<file path="src/rtl/mmap_cs_pkg.sv">
// Package mmap_cs_pkg
// Shared constants for the chip-select decoder: region count, region
// indices, and the default map (byte bases, size in words as log2, ROM mask).
// Assumes a 24-bit byte address space with word-aligned accesses.
package mmap_cs_pkg;

    localparam int ADDR_W  = 24;
    localparam int NUM_REG = 5;
    localparam int LG2_W   = 5;

    typedef enum int {
        RG_ROM0 = 0,
        RG_RAM  = 1,
        RG_ROM1 = 2,
        RG_PER0 = 3,
        RG_PER1 = 4
    } region_e;

    // Byte base address per region, index 0 in the rightmost slot.
    localparam logic [NUM_REG-1:0][ADDR_W-1:0] MAP_BASE = {
        24'h008004,  // peripheral 1
        24'h008000,  // peripheral 0
        24'h004000,  // second ROM
        24'h001000,  // RAM
        24'h000000   // first ROM (holds the reset vectors)
    };

    // Region size as log2 of the number of 16-bit words.
    localparam logic [NUM_REG-1:0][LG2_W-1:0] MAP_WLG2 = {
        5'd1, 5'd1, 5'd13, 5'd11, 5'd11
    };

    // Regions that refuse writes.
    localparam logic [NUM_REG-1:0] MAP_ROM = 5'b00101;

endpackage

</file>
<file path="src/rtl/mmap_region_match.sv">
// Module mmap_region_match
// Reports whether a word address falls inside one naturally aligned region.
// All bits above the region's word-offset bits are compared, so the region
// never aliases. Assumes BASE is aligned to the region size.
module mmap_region_match #(
    parameter int                ADDR_W = 24,
    parameter logic [ADDR_W-1:0] BASE   = '0,
    parameter int                WLG2   = 1
) (
    input  logic [ADDR_W-1:1] addr_i,
    output logic              hit_o
);

    // Byte-level mask: ones on the bits that must equal the base.
    localparam logic [ADDR_W-1:0] MASK_FULL =
        ~((ADDR_W'(1) << (WLG2 + 1)) - ADDR_W'(1));
    localparam logic [ADDR_W-1:1] MASK = MASK_FULL[ADDR_W-1:1];
    localparam logic [ADDR_W-1:1] BASE_W = BASE[ADDR_W-1:1];

    // Compare every decoded bit against the base.
    always_comb begin
        hit_o = ((addr_i ^ BASE_W) & MASK) == '0;
    end

endmodule

</file>
<file path="src/rtl/mmap_cs_qualify.sv">
// Module mmap_cs_qualify
// Final decode stage: gates region hits with the address strobe, blocks
// writes to write-protected regions, and flags strobed accesses that
// resolve to no device. Assumes the hit vector is one-hot or zero.
module mmap_cs_qualify #(
    parameter int                 NUM_REG = 5,
    parameter logic [NUM_REG-1:0] RO_MASK = '0
) (
    input  logic [NUM_REG-1:0] hit_i,
    input  logic               as_n_i,
    input  logic               rw_i,
    output logic [NUM_REG-1:0] cs_n_o,
    output logic               bus_err_o
);

    logic [NUM_REG-1:0] allowed;

    // Drop hits on read-only regions during a write.
    always_comb begin
        allowed = rw_i ? hit_i : (hit_i & ~RO_MASK);
    end

    // Qualify with the strobe and raise the error for unresolved accesses.
    always_comb begin
        cs_n_o    = ~(allowed & {NUM_REG{~as_n_i}});
        bus_err_o = ~as_n_i && (allowed == '0);
    end

    // Checks on the qualified outputs against the raw inputs.
    always_comb begin
        AST_CS_ONEHOT: assert ($onehot0(~cs_n_o)) else $error("two selects low");
        AST_IDLE_QUIET: assert (!as_n_i || (&cs_n_o && !bus_err_o)) else $error("output while idle");
        AST_ERR_NO_CS: assert (!bus_err_o || &cs_n_o) else $error("error with select");
        AST_STROBE_RESOLVES: assert (as_n_i || bus_err_o || !(&cs_n_o)) else $error("strobe unanswered");
        AST_ROM_WRITE_BLOCKED: assert (rw_i || ((~cs_n_o & RO_MASK) == '0)) else $error("ROM write selected");
    end

endmodule

</file>
<file path="src/rtl/mmap_cs_decoder.sv">
// Module mmap_cs_decoder
// Fully decoded chip-select generator for a fixed five-region memory map.
// One matcher per region feeds the strobe-qualified select stage.
// Purely combinational; assumes word-aligned addresses (bit 0 not present).
module mmap_cs_decoder
    import mmap_cs_pkg::*;
#(
    parameter logic [NUM_REG-1:0][ADDR_W-1:0] REG_BASE = MAP_BASE,
    parameter logic [NUM_REG-1:0][LG2_W-1:0]  REG_WLG2 = MAP_WLG2,
    parameter logic [NUM_REG-1:0]             REG_ROM  = MAP_ROM
) (
    input  logic [ADDR_W-1:1] addr_i,
    input  logic              as_n_i,
    input  logic              rw_i,
    output logic              cs_rom0_n_o,
    output logic              cs_ram_n_o,
    output logic              cs_rom1_n_o,
    output logic              cs_per0_n_o,
    output logic              cs_per1_n_o,
    output logic              bus_err_o
);

    logic [NUM_REG-1:0] hit;
    logic [NUM_REG-1:0] cs_n;
    logic [ADDR_W-1:0]  byte_addr;

    // One full-decode matcher per region.
    for (genvar g = 0; g < NUM_REG; g++) begin : g_region
        mmap_region_match #(
            .ADDR_W (ADDR_W),
            .BASE   (REG_BASE[g]),
            .WLG2   (int'(REG_WLG2[g]))
        ) u_match (
            .addr_i (addr_i),
            .hit_o  (hit[g])
        );
    end

    mmap_cs_qualify #(
        .NUM_REG (NUM_REG),
        .RO_MASK (REG_ROM)
    ) u_qualify (
        .hit_i     (hit),
        .as_n_i    (as_n_i),
        .rw_i      (rw_i),
        .cs_n_o    (cs_n),
        .bus_err_o (bus_err_o)
    );

    // Fan the select vector out to named pins.
    always_comb begin
        cs_rom0_n_o = cs_n[RG_ROM0];
        cs_ram_n_o  = cs_n[RG_RAM];
        cs_rom1_n_o = cs_n[RG_ROM1];
        cs_per0_n_o = cs_n[RG_PER0];
        cs_per1_n_o = cs_n[RG_PER1];
    end

    // Rebuild the byte address for window checks.
    always_comb begin
        byte_addr = {addr_i, 1'b0};
    end

    // Each select only within its window, checked against the port address.
    always_comb begin
        AST_ROM0_WINDOW: assert (cs_rom0_n_o || byte_addr <= 24'h000FFF) else $error("rom0 out of window");
        AST_RAM_WINDOW: assert (cs_ram_n_o || (byte_addr >= 24'h001000 && byte_addr <= 24'h001FFF)) else $error("ram out of window");
        AST_ROM1_WINDOW: assert (cs_rom1_n_o || (byte_addr >= 24'h004000 && byte_addr <= 24'h007FFF)) else $error("rom1 out of window");
        AST_PER_WINDOW: assert ((cs_per0_n_o || byte_addr[23:2] == 22'h002000) && (cs_per1_n_o || byte_addr[23:2] == 22'h002001)) else $error("peripheral out of window");
    end

endmodule

</file>
<file path="config.mk">
export PLATFORM = sky130hd
export DESIGN_NAME = mmap_cs_decoder
export DESIGN_NICKNAME = d
export VERILOG_FILES = /design/src/rtl/mmap_cs_pkg.sv /design/src/rtl/mmap_region_match.sv /design/src/rtl/mmap_cs_qualify.sv /design/src/rtl/mmap_cs_decoder.sv
export SDC_FILE = /design/constraint.sdc
export NUM_CORES = 1
export LEC_CHECK = 0
export ABC_AREA = 1
export BUFFER_PORTS_ARGS = -buffer_cell sky130_fd_sc_hd__buf_2
export CAP_MARGIN = 30
export CORE_AREA = 2 2 39 41
export DETAILED_ROUTE_END_ITERATION = 12
export DIE_AREA = 0 0 41 43
export GPL_TIMING_DRIVEN = 0
export PLACE_DENSITY = 0.57
export SLEW_MARGIN = 25
export SYNTH_ARGS = -nofsm -noshare
export SYNTH_HDL_FRONTEND = slang
export SYNTH_SLANG_ARGS = --single-unit
</file>
<file path="constraint.sdc">
create_clock -name vclk -period 1.9
set_input_delay 0.19 -clock vclk [all_inputs]
set_output_delay 0.19 -clock vclk [all_outputs]
set_load 0.05 [all_outputs]
</file>
==> impl_metrics.yaml <==
outcome:
  status: "completed"
placement:
  dp_hpwl_um: 628
  portBuffers: 30
  place_area_um2: 398
  gp_routability_congestion: 0.687
hold_path:
  hp-class: "input pin to output port"
worst_setup_path:
  cp_max_fo: 7
  cp-start-kind: "input pin"
  cp_data_arrival_time_ps: 1070
  worstSetupPathType: "input pin to output port"
  worstPathRequired_ps: 1710
  end_kind: "output port"
logic_synthesis:
  netlist_area_um2: 228
  syn_nets: 76
  synthMuxAreaShare_pct: 0
  synth_top_family_by_area: "simple AND/OR/NAND/NOR gates"
  avgSynthCellArea_um2: 4.47
  yosys.cell_types.count: 10
  yosys_warnings: 0
  synth-xor-area-share_pct: 0
  synthCells: 51
  synth_fa_ha_area_share_pct: 0
  yosysSeqAreaShare_pct: 0
  synthSimpleGateAreaFrac_pct: 86.3
  synth-compound-area-share_pct: 2.20
route:
  wire_per_inst_um: 6.85
  vias_per_cell: 4.08
  vias: 396
  first_pass_iters: 4
  ant_nets: 0
  drt_iter0_markers: 6
  routed_wl_um: 664
  drc: 0
floorplanning:
  die_w_um: 41
  dieArea_mm2: 0.00176
  rows: 14
  ios: 31
  start_util_pct: 16.5
  die_h_um: 43
  core_area_mm2: 0.00138
grt:
  grt_pass1_wl_um: 966
  grt.total_usage_pct: 7.29
  grt_pass1_vias: 298
  grt_remaining_overflow: 0
  antenna_found_initial: 0
  grt_max_degree: 8
timing:
  slew_violations: 0
  tns_ps: 0
  slew_headroom_pct: 83.4
  layout_min_cycle_time_ps: 1260
  final-setup-viol-count: 0
  max_slew.worst_pin.slew_ps: 251
  max_freq_ghz: 0.794
  hold_viol: 0
  rsz0062_at_grt: "no"
  period_share_pct: 66.3
job:
  maxCapViolations: 0
finish:
  drive_gt1_share_pct: 44.4
  fillers: 157
  utilization_pct: 28.8
  design.seq.count: 0
  fin_area_um2: 398
  n_clock_buffer: 0
  register_area_um2: 0
  antennaDiodeCount: 0
  layout.nets: 108
  syn_to_final_growth_pct: 74.7
clock_network:
  ctsHoldBuffers: 0
  postCtsResizedCells: 0
  postCtsSetupRepairBufs: 0
pwr:
  ir_drop_mv: 0.0446
  p_leak_nw: 0.207
  power_density_mw_per_mm2: 135
synth_stat cells:
cell / n / area share (%)
nand4_1: 2 / 5.5
nand2_2: 1 / 2.7
nor2_4: 2 / 9.9
inv_1: 6 / 9.9
inv_2: 1 / 1.6
o21ai_1: 1 / 2.2
nand2_1: 13 / 21
nor2_2: 2 / 5.5
nand3_1: 6 / 13
nor2_1: 17 / 28
logic make-up (layout without fill, tap and decap cells):
logic type             Yosys count  after routing
AND/OR/NAND/NOR                 43             43
AO/OA/AOI/OAI                    1              1
buffers and inverters            7             37
area by class of cell:
cell class	instances	area, um^2	share of cell area, %
inverter	7	26.3	6.60
tap	16	20.0	5.03
timing repair buffer	30	150	37.7
multi-input combinational	44	201	50.6
power by group:
group | internal [W] | switching [W]
Clock | 0 | 0
Sequential | 0 | 0
Combinational | 0.0000258 | 0.0000278
path summary, 6_finish.rpt:
check / startpoint / to / cells after the start
worst max-delay path: addr_i[17] / bus_err_o / 8
worst min-delay path: as_n_i / bus_err_o / 5
stage by stage:
step                setup slack [ps]  hold slack [ps]  total power, W  std cells
global route                     510              833       0.0000604         97
detailed placement               627              787       0.0000542         97
floorplan                        541              628       0.0000243         51
finish                           641              779       0.0000536         97
CTS                              621              787       0.0000544         97
global placement                 638              782       0.0000532         97
layer usage:
layer / up-vias / GRT usage (%) / wire (um)
li1: 218 / - / -
met5: - / 0 / 0
met2: 23 / 14.4 / 317
met4: 0 / 0 / 0
met3: 0 / 0 / 97
met1: 155 / 8.54 / 249
critical path, stage by stage:
cell	delay, ps
buf_2	90
nor2_1	130
nand2_1	100
nor2_4	150
nand3_1	90
nand2_1	70
nor2_1	40
buf_2	200
cell usage in the layout, fill, tap and decap left out:
cell type  netlist  routed
nor2_4           2       2
o21ai_1          1       1
buf_2            0      30
nand4_1          2       2
nand2_1         13      13
nor2_2           2       2
nand2_2          1       1
nand3_1          6       6
inv_1            6       6
nor2_1          17      17
inv_2            1       1
Power figures use the tool's default switching activity.
